[config.mk]
export PLATFORM = sky130hd
export DESIGN_NAME = warp_former
export DESIGN_NICKNAME = d
export VERILOG_FILES = /design/src/rtl/wf_pkg.sv /design/src/rtl/wf_cfg_check.sv /design/src/rtl/wf_coord_walk.sv /design/src/rtl/wf_lane_seq.sv /design/src/rtl/warp_former.sv
export SDC_FILE = /design/constraint.sdc
export NUM_CORES = 1
export LEC_CHECK = 0
export ABC_CLOCK_PERIOD_IN_PS = 3300
export BUFFER_PORTS_ARGS = -buffer_cell sky130_fd_sc_hd__buf_2
export CAP_MARGIN = 15
export CORE_MARGIN = 4
export CORE_UTILIZATION = 58
export DETAILED_ROUTE_END_ITERATION = 16
export PLACE_DENSITY = 0.79
export SLEW_MARGIN = 20
export SYNTH_ARGS = -nofsm -noshare
export SYNTH_HDL_FRONTEND = slang
export SYNTH_SLANG_ARGS = --single-unit
[constraint.sdc]
create_clock -name clk -period 3.3 [get_ports clk]
set_input_delay 0.99 -clock clk [delete_from_list [all_inputs] [get_ports clk]]
set_output_delay 0.99 -clock clk [all_outputs]
set_load 0.005 [all_outputs]
[src/rtl/wf_pkg.sv]
package wf_pkg;

  // Sequencer phases of the warp formation unit.
  typedef enum logic [1:0] {
    WF_IDLE = 2'd0,
    WF_RUN  = 2'd1,
    WF_FIN  = 2'd2,
    WF_ERR  = 2'd3
  } wf_state_e;

endpackage

[src/rtl/wf_cfg_check.sv]
// Legality check of a block shape and derivation of thread and warp totals.
module wf_cfg_check #(
  parameter int MAX_THREADS = 1024,
  parameter int WARP_SIZE   = 32,
  parameter int DIM_W       = 11,
  parameter int WCNT_W      = 6
) (
  input  logic [DIM_W-1:0]  dim_x,
  input  logic [DIM_W-1:0]  dim_y,
  input  logic [DIM_W-1:0]  dim_z,
  output logic              cfg_bad,
  output logic [DIM_W-1:0]  thread_total,
  output logic [WCNT_W-1:0] warp_total
);

  localparam int PROD_W = 3 * DIM_W;
  localparam int LANE_W = $clog2(WARP_SIZE);

  logic [PROD_W-1:0] prod;
  logic              any_zero;
  logic [DIM_W:0]    rounded;

  always_comb begin
    prod     = PROD_W'(dim_x) * PROD_W'(dim_y) * PROD_W'(dim_z);
    any_zero = (dim_x == '0) || (dim_y == '0) || (dim_z == '0);
    cfg_bad  = any_zero || (prod > PROD_W'(MAX_THREADS));
    // Only meaningful when the shape is legal; then it fits in DIM_W bits.
    thread_total = prod[DIM_W-1:0];
    rounded      = {1'b0, thread_total} + (DIM_W+1)'(WARP_SIZE - 1);
    warp_total   = WCNT_W'(rounded >> LANE_W);
  end

endmodule

[src/rtl/wf_coord_walk.sv]
// Chain of wrapping axis counters; axis 0 counts fastest.
module wf_coord_walk #(
  parameter int NDIM  = 3,
  parameter int DIM_W = 11,
  parameter int CRD_W = 10
) (
  input  logic                        clk,
  input  logic                        rst_n,
  input  logic                        clear,
  input  logic                        step,
  input  logic [NDIM-1:0][DIM_W-1:0]  lim,
  output logic [NDIM-1:0][CRD_W-1:0]  crd
);

  logic [NDIM-1:0] carry;

  assign carry[0] = step;

  for (genvar g = 0; g < NDIM; g++) begin : g_axis
    logic [CRD_W-1:0] cnt_q;
    logic [CRD_W-1:0] cnt_d;
    logic             at_end;
    logic             cnt_en;

    assign at_end = (DIM_W'(cnt_q) == (lim[g] - DIM_W'(1)));

    if (g < NDIM - 1) begin : g_carry
      assign carry[g+1] = carry[g] & at_end;
    end

    always_comb begin
      cnt_d = cnt_q;
      if (clear) begin
        cnt_d = '0;
      end else if (carry[g]) begin
        cnt_d = at_end ? '0 : cnt_q + CRD_W'(1);
      end
    end

    assign cnt_en = clear | carry[g];

    always_ff @(posedge clk or negedge rst_n) begin
      if (!rst_n) begin
        cnt_q <= '0;
      end else if (cnt_en) begin
        cnt_q <= cnt_d;
      end
    end

    assign crd[g] = cnt_q;
  end

endmodule

[src/rtl/wf_lane_seq.sv]
// Phase machine plus lane and warp counters.
module wf_lane_seq
  import wf_pkg::*;
#(
  parameter int LANE_W = 5,
  parameter int WARP_W = 5
) (
  input  logic              clk,
  input  logic              rst_n,
  input  logic              start,
  input  logic              cfg_bad,
  input  logic [WARP_W-1:0] warp_last,
  input  logic              out_ready,
  output wf_state_e         state,
  output logic [LANE_W-1:0] lane,
  output logic [WARP_W-1:0] warp,
  output logic              accept
);

  wf_state_e         state_q, state_d;
  logic [LANE_W-1:0] lane_q, lane_d;
  logic [WARP_W-1:0] warp_q, warp_d;
  logic              cnt_en;

  assign accept = (state_q == WF_RUN) && out_ready;

  always_comb begin
    state_d = state_q;
    lane_d  = lane_q;
    warp_d  = warp_q;
    unique case (state_q)
      WF_IDLE: begin
        if (start) begin
          state_d = cfg_bad ? WF_ERR : WF_RUN;
          lane_d  = '0;
          warp_d  = '0;
        end
      end
      WF_RUN: begin
        if (accept) begin
          if (lane_q == '1) begin
            lane_d = '0;
            if (warp_q == warp_last) begin
              state_d = WF_FIN;
            end else begin
              warp_d = warp_q + WARP_W'(1);
            end
          end else begin
            lane_d = lane_q + LANE_W'(1);
          end
        end
      end
      WF_FIN:  state_d = WF_IDLE;
      WF_ERR:  state_d = WF_IDLE;
      default: state_d = WF_IDLE;
    endcase
  end

  assign cnt_en = ((state_q == WF_IDLE) && start) || accept;

  always_ff @(posedge clk or negedge rst_n) begin
    if (!rst_n) begin
      state_q <= WF_IDLE;
    end else begin
      state_q <= state_d;
    end
  end

  always_ff @(posedge clk or negedge rst_n) begin
    if (!rst_n) begin
      lane_q <= '0;
      warp_q <= '0;
    end else if (cnt_en) begin
      lane_q <= lane_d;
      warp_q <= warp_d;
    end
  end

  assign state = state_q;
  assign lane  = lane_q;
  assign warp  = warp_q;

endmodule

[src/rtl/warp_former.sv]
// Thread block warp formation unit: enumerates threads x-fastest into warps.
module warp_former
  import wf_pkg::*;
#(
  parameter  int MAX_THREADS = 1024,
  parameter  int WARP_SIZE   = 32,
  localparam int DIM_W  = $clog2(MAX_THREADS) + 1,
  localparam int CRD_W  = $clog2(MAX_THREADS),
  localparam int LANE_W = $clog2(WARP_SIZE),
  localparam int WARP_W = $clog2(MAX_THREADS / WARP_SIZE)
) (
  input  logic                 clk,
  input  logic                 rst_n,
  input  logic                 start,
  input  logic [DIM_W-1:0]     dim_x,
  input  logic [DIM_W-1:0]     dim_y,
  input  logic [DIM_W-1:0]     dim_z,
  input  logic                 out_ready,
  output logic                 busy,
  output logic                 err,
  output logic                 done,
  output logic                 lane_valid,
  output logic [WARP_W-1:0]    warp_idx,
  output logic [LANE_W-1:0]    lane_idx,
  output logic [WARP_SIZE-1:0] lane_mask,
  output logic [CRD_W-1:0]     crd_x,
  output logic [CRD_W-1:0]     crd_y,
  output logic [CRD_W-1:0]     crd_z
);

  localparam int NDIM   = 3;
  localparam int WCNT_W = WARP_W + 1;
  localparam int TID_W  = WARP_W + LANE_W;

  wf_state_e                  state;
  logic                       cfg_bad;
  logic [DIM_W-1:0]           tot_in;
  logic [WCNT_W-1:0]          wtot_in;
  logic                       load;
  logic                       accept;
  logic [LANE_W-1:0]          lane;
  logic [WARP_W-1:0]          warp;
  logic [TID_W-1:0]           tid;
  logic                       live;
  logic [NDIM-1:0][CRD_W-1:0] crd;

  // Shape registers, loaded only by an accepted start.
  logic [DIM_W-1:0]           total_q, total_d;
  logic [WARP_W-1:0]          wlast_q, wlast_d;
  logic [NDIM-1:0][DIM_W-1:0] lim_q, lim_d;

  wf_cfg_check #(
    .MAX_THREADS (MAX_THREADS),
    .WARP_SIZE   (WARP_SIZE),
    .DIM_W       (DIM_W),
    .WCNT_W      (WCNT_W)
  ) u_cfg (
    .dim_x        (dim_x),
    .dim_y        (dim_y),
    .dim_z        (dim_z),
    .cfg_bad      (cfg_bad),
    .thread_total (tot_in),
    .warp_total   (wtot_in)
  );

  assign load = start && (state == WF_IDLE);

  always_comb begin
    total_d  = tot_in;
    wlast_d  = WARP_W'(wtot_in - WCNT_W'(1));
    lim_d[0] = dim_x;
    lim_d[1] = dim_y;
    lim_d[2] = dim_z;
  end

  always_ff @(posedge clk or negedge rst_n) begin
    if (!rst_n) begin
      total_q <= '0;
      wlast_q <= '0;
      lim_q   <= '0;
    end else if (load) begin
      total_q <= total_d;
      wlast_q <= wlast_d;
      lim_q   <= lim_d;
    end
  end

  wf_lane_seq #(
    .LANE_W (LANE_W),
    .WARP_W (WARP_W)
  ) u_seq (
    .clk       (clk),
    .rst_n     (rst_n),
    .start     (start),
    .cfg_bad   (cfg_bad),
    .warp_last (wlast_q),
    .out_ready (out_ready),
    .state     (state),
    .lane      (lane),
    .warp      (warp),
    .accept    (accept)
  );

  assign tid  = {warp, lane};
  assign live = DIM_W'(tid) < total_q;

  wf_coord_walk #(
    .NDIM  (NDIM),
    .DIM_W (DIM_W),
    .CRD_W (CRD_W)
  ) u_walk (
    .clk   (clk),
    .rst_n (rst_n),
    .clear (load),
    .step  (accept & live),
    .lim   (lim_q),
    .crd   (crd)
  );

  // One comparator per lane: a lane is active if its thread number is in range.
  for (genvar i = 0; i < WARP_SIZE; i++) begin : g_mask
    assign lane_mask[i] = DIM_W'({warp, LANE_W'(i)}) < total_q;
  end

  assign lane_valid = (state == WF_RUN);
  assign busy       = (state != WF_IDLE);
  assign done       = (state == WF_FIN);
  assign err        = (state == WF_ERR);
  assign warp_idx   = warp;
  assign lane_idx   = lane;
  assign crd_x      = live ? crd[0] : '0;
  assign crd_y      = live ? crd[1] : '0;
  assign crd_z      = live ? crd[2] : '0;

endmodule

==> results of run 1 <==
-- metal layers --
metal / track usage / share of wire
met5: 0 / 0
met4: 0.117 / 0.044
met3: 0.0317 / 0.066
met2: 0.560 / 0.52
met1: 0.381 / 0.37
-- final timing paths --
path                             from                   endpoint
max in group asynchronous       rst_n              u_seq.warp[3]
max reg2reg                  lim_q[0]  u_walk.g_axis[2].cnt_q[9]
max                          dim_y[5]             u_seq.state[1]
min                        total_q[8]                 total_q[8]
min reg2reg                total_q[8]                 total_q[8]
min in group asynchronous       rst_n  u_walk.g_axis[1].cnt_q[9]
-- tightest hold or removal path, stage by stage, from the launching register on --
cell and delay, ps:
dfrtp_1 380, nand2_1 60, o21ai_1 60
-- state kept, by name (all words and copies together) (netlist names) --
signal / count
lim_q: 33
total_q: 11
u_seq.lane: 5
u_seq.state: 2
u_seq.warp: 5
u_walk.g_axis.cnt_q: 30
wlast_q: 5
-- cells in the final DEF, fill, tap and decap left out, types with 16 or more instances in the layout --
cell and instances:
buf_4 294, nand2_1 287, inv_1 287, fa_1 251, and2_1 181, ha_1 103
dfrtp_1 89, buf_6 80, o21ai_0 71, buf_2 63, nor2_1 55, and2_4 49
a21oi_1 46, ha_4 44, xnor2_1 38, nand3_1 34, and3_1 33, inv_2 28
xor2_1 27, a21oi_2 23, nor3_1 23, nand2_2 22, o21ai_1 22, a21o_1 21
nand2b_1 17, nor2b_1 16
-- cell families after synthesis --
family / after synthesis / share of synthesized area
multiplexers: 2 / 0.00113
XOR/XNOR: 89 / 0.0440
buffers and inverters: 424 / 0.0902
flip-flops: 91 / 0.128
adder cells (fa/ha/maj): 410 / 0.399
AND/OR/NAND/NOR: 800 / 0.229
AO/OA/AOI/OAI: 305 / 0.108
-- per-stage QoR --
step / setup WS [ps] / hold slack (ps)
2_1_floorplan: -6620 / 456
3_5_place_dp: -7950 / 493
5_1_grt: -7280 / 551
3_3_place_gp: -7740 / 471
4_1_cts: -6850 / 524
6_report: -6940 / 535
-- cell type report --
type                    instances  area share
inverters                     317      0.0507
diodes                          1    0.000106
repair buffers                457       0.162
well taps                     390      0.0207
clock inverters                 3     0.00106
multi-input cells            1606       0.658
flip-flops and latches         91      0.0967
clock buffers                  11      0.0103
-- what timing repair did --
action | CTS | global route
hold buffers | 0 | 0
gates resized for setup | 196 | 131
endpoints found under the setup margin | 76 | 97
cloned | 4 | 3
pin swaps | 81 | 54
setup buffers | 26 | 22
==> impl_metrics.tcl, run 1 <==
set metrics [dict create \
    start_kind "input port" \
    clk_pin_slew_ps 70 \
    numPlacedInstances 2810 \
    gp_congestion 0.929 \
    slowest_delay_ps 580 \
    violations "setup timing" \
    reg2reg_slack_ps 120 \
    cts_tree "done" \
    grt_pass1_vias 17700 \
    clock-sinks 91 \
    ys_seq_area_frac 0.128 \
    die_area_um2 33400 \
    drv_slew 0 \
    num_vias 16900 \
    antenna_found_initial 0 \
    rows 63 \
    syn_nets 2568 \
    synth_cells 2121 \
    rsz0062_at_grt "yes" \
    maxCapViolCount 0 \
    fmax_mhz 97.6 \
    first_iter_violations 1478 \
    synth_common_cells "inv_1 (316), nand2_1 (313), fa_1 (259)" \
    path_depth 34 \
    drive_gt1_frac 0.308 \
    track_usage 0.309 \
    crit_fanout 5 \
    core_area_um2 29900 \
    cts_buffers 9 \
    hold_path_class "reg2reg" \
    cp.required_ps 3540 \
    dp_hpwl_mm 37.5 \
    yosysUniqueCellTypes 77 \
    placed_area_um2 21400 \
    fin_util 0.789 \
    yosys_warnings 0 \
    synth_top_cell_by_area "fa_1" \
    ant_nets 0 \
    setup_violations 75 \
    syn_area_um2 17700 \
    grt_pass1_wl_mm 85.7 \
    synthToLayoutAreaGrowth_pct 33.0 \
    fill_cells 1780 \
    post_drt_wl_per_cell_um 19.0 \
    cts.htree.levels 3 \
    fin_nets 2929 \
    synthFlopType "dfrtp_1" \
    finalNonFillerCells 2876 \
    finalSetupTns_ps -72760 \
    synth.avg_cell_area_um2 8.36 \
    hold_depth 2 \
    synthTopCellsByArea "fa_1 (29%), dfrtp_1 (13%), ha_1 (11%)" \
    cts_max_path_buffers 2 \
    multi_input_area_um2 15500 \
    io_pins 113 \
    finalCritPeriodShare 3.10 \
    period_minus_slack_ps 10240 \
    synth_top_area_share 0.292 \
    regArea_um2 2280 \
    dr.pass1.iters 6 \
    critPathArrivalTime_ps 10490 \
    grt.overflow.total 0 \
    avgViaCountPerCell 5.86 \
    die-height_um 183 \
    status "finished, violations left" \
    die_w_um 183 \
    synth_edf_count 0 \
    synth.most_common_cell "inv_1" \
    cp_common_cell "fa_1" \
    async_reset_ff_frac 1.00 \
    drt_wl_total_mm 54.6 \
    root_buffer "clkbuf_16" \
    worstSetupPathType "in2reg" \
    hold_viol_final 0 \
    tightest_slew_ps 775 \
    end_kind "register" \
    worst_slack_ps -6940 \
    drc 0 \
    clk_latency_ps 360 \
    grt_max_degree 92 \
    initial_core_util 0.593 \
    fin_area_um2 23600 \
    ff2ff_path_depth 12 \
    port_buffers 112 \
    slew_headroom 0.479 \
    cpMaxStageDelayCell "fa_1" \
    synth-seq-cells 91 \
    fin_worst_skew_ps 13.8 \
    crit_buf_inv 8 \
    cp_top_family "adder cells" \
]
Power of run 1 is not shown: default switching activity piles up to over one toggle a cycle in this logic, so the estimate is an artifact.
==> run 2, diff against run 1 <==
Settings changed: CORE_MARGIN 4 to unset.
==> run 2 against run 1 <==
Compared with the run above:
- the run still ends with setup timing left
- flip-flop and latch count stayed put
- count of clock-buffer cells in the layout is 1 lower
- worst hold slack worse by 5.1 ps
- clock skew is 1.4 ps lower
- cell count is 0.76% lower
- cell area is 1.6% lower
- non-clock buffer count is 24 lower
- setup slack better by 150 ps
- first-iteration DRC count is 2.3% higher
- critical path type unchanged
- largest cell class unchanged
- highest routed layer is now met5
==> impl_metrics.tcl, run 2 (synthesis gave the netlist of run 1 again) <==
set metrics [dict create \
    status "finished, violations left" \
    violations "setup timing" \
    largestRegisters "lim_q: 33 flops, u_walk.g_axis.cnt_q: 30 flops, total_q: 11 flops" \
    clock-sinks 91 \
    drc 0 \
    setup_violations 72 \
    grt_pass1_wl_mm 83.6 \
    antenna_found_initial 2 \
    period_minus_slack_ps 10100 \
    met2_usage 0.607 \
    drv_slew 0 \
    worst_slack_ps -6800 \
    finalCritPeriodShare 3.06 \
    fin_nets 2905 \
    cp_common_cell "fa_1" \
    initial_core_util 0.593 \
    maxCapViolCount 0 \
    avgViaCountPerCell 5.92 \
    cts_tree "done" \
    fin_worst_skew_ps 12.4 \
    clk_latency_ps 370 \
    synthToLayoutAreaGrowth_pct 30.9 \
    largest_reg_flops 33 \
    final_cell_mix "inv_1 (294), nand2_1 (287), buf_4 (267)" \
    track_usage 0.333 \
    finalNonFillerCells 2854 \
    worstSetupPathType "in2reg" \
    die_area_um2 31300 \
    gp_congestion 0.943 \
    fmax_mhz 99.0 \
    crit_fanout 11 \
    grt_util_met3 0.0389 \
    dr.pass1.iters 6 \
    root_buffer "clkbuf_16" \
    rows 63 \
    start_kind "input port" \
    drt_wl_total_mm 54.4 \
    numPlacedInstances 2803 \
    io_pins 113 \
    cp.required_ps 3560 \
    rsz0062_at_grt "yes" \
    hold_viol_final 0 \
    first_iter_violations 1512 \
    dp_hpwl_mm 37.7 \
    clk_pin_slew_ps 80 \
    die_w_um 177 \
    slew_headroom 0.225 \
    die-height_um 177 \
    cts.htree.levels 3 \
    cpMaxStageDelayCell "fa_1" \
    top_usage_layer "met2" \
    slowest_delay_ps 550 \
    tightest_slew_ps 1150 \
    final_common_cell "inv_1" \
    max_flop_register "lim_q" \
    port_buffers 112 \
    core_area_um2 29900 \
    hold_path_class "reg2reg" \
    holdBufCountCts 0 \
    grt_max_degree 46 \
    post_drt_wl_per_cell_um 19.1 \
    cts_max_path_buffers 2 \
    ant_nets 0 \
    grt_pass1_vias 17700 \
    grt_use_met1 0.395 \
    grt.overflow.total 0 \
    num_vias 16900 \
    drive_gt1_frac 0.287 \
    reg2reg_slack_ps 30 \
    cts_buffers 9 \
    end_kind "register" \
    critPathArrivalTime_ps 10360 \
]
## run 2: cell types whose count changed in the layout (fill, tap and decap cells not counted), sizes merged
cell,before,now
clkinvlp,1,2
buf,454,432
inv,318,319
bufinv,0,1
clkbuf,14,11
## run 2: path summary, 6_finish.rpt
path | depth (start not counted) | startpoint | endpoint
max | 40 | dim_y[4] | u_seq.state[1]
min | 2 | wlast_q[2] | wlast_q[2]
max reg2reg | 10 | lim_q[2] | u_walk.g_axis[2].cnt_q[9]
min reg2reg | 2 | wlast_q[2] | wlast_q[2]
max in group asynchronous | 2 | rst_n | lim_q[10]
min in group asynchronous | 1 | rst_n | u_walk.g_axis[1].cnt_q[3]
## run 2: critical path: cells and delay by family
family / cells / cell delay (ps)
compound gates: 10 / 2360
simple gates: 6 / 710
buf+inv: 10 / 870
fa+ha+maj: 12 / 5190
xor+xnor: 2 / 230
## run 2: layout make-up
cell class,count,area (µm²)
Antenna cell,1,2.50
Clock buffer,10,229
Clock inverter,6,72.6
Fill cell,1826,6660
Inverter,317,1190
Multi-Input combinational cell,1606,15400
Sequential cell,91,2280
Tap cell,390,488
Timing Repair Buffer,433,3590
## run 2: layer usage
| layer | wire (µm) | share of wire | up-vias |
|---|---|---|---|
| met5 | 29 | 0.00053 | - |
| met4 | 2510 | 0.046 | 4 |
| met3 | 4140 | 0.076 | 231 |
| met2 | 27800 | 0.51 | 849 |
| met1 | 20000 | 0.37 | 8369 |
| li1 | - | - | 7439 |
## run 2: through the flow
| step | TNS (ps) | hold slack (ps) | cell area, µm² | setup WS (ps) | util |
|---|---|---|---|---|---|
| final | -68430 | 529 | 23200 | -6800 | 0.777 |
| after global placement | -62760 | 471 | 21300 | -7310 | 0.714 |
| after floorplan | -49170 | 456 | 18800 | -6620 | - |
| after detailed placement | -64380 | 488 | 21300 | -7490 | 0.714 |
| after global routing | -74370 | 546 | 23200 | -7200 | 0.777 |
| after CTS | -62670 | 504 | 22500 | -6770 | 0.755 |
## run 2: repair_timing
action | in CTS | in global routing
setup endpoints to repair | 72 | 100
gates resized for setup | 131 | 149
cloned | 4 | 1
endpoints found under the hold margin | 0 | 0
setup buffers | 25 | 10
pin swaps | 36 | 34
Power of run 2 is left out for the same reason.
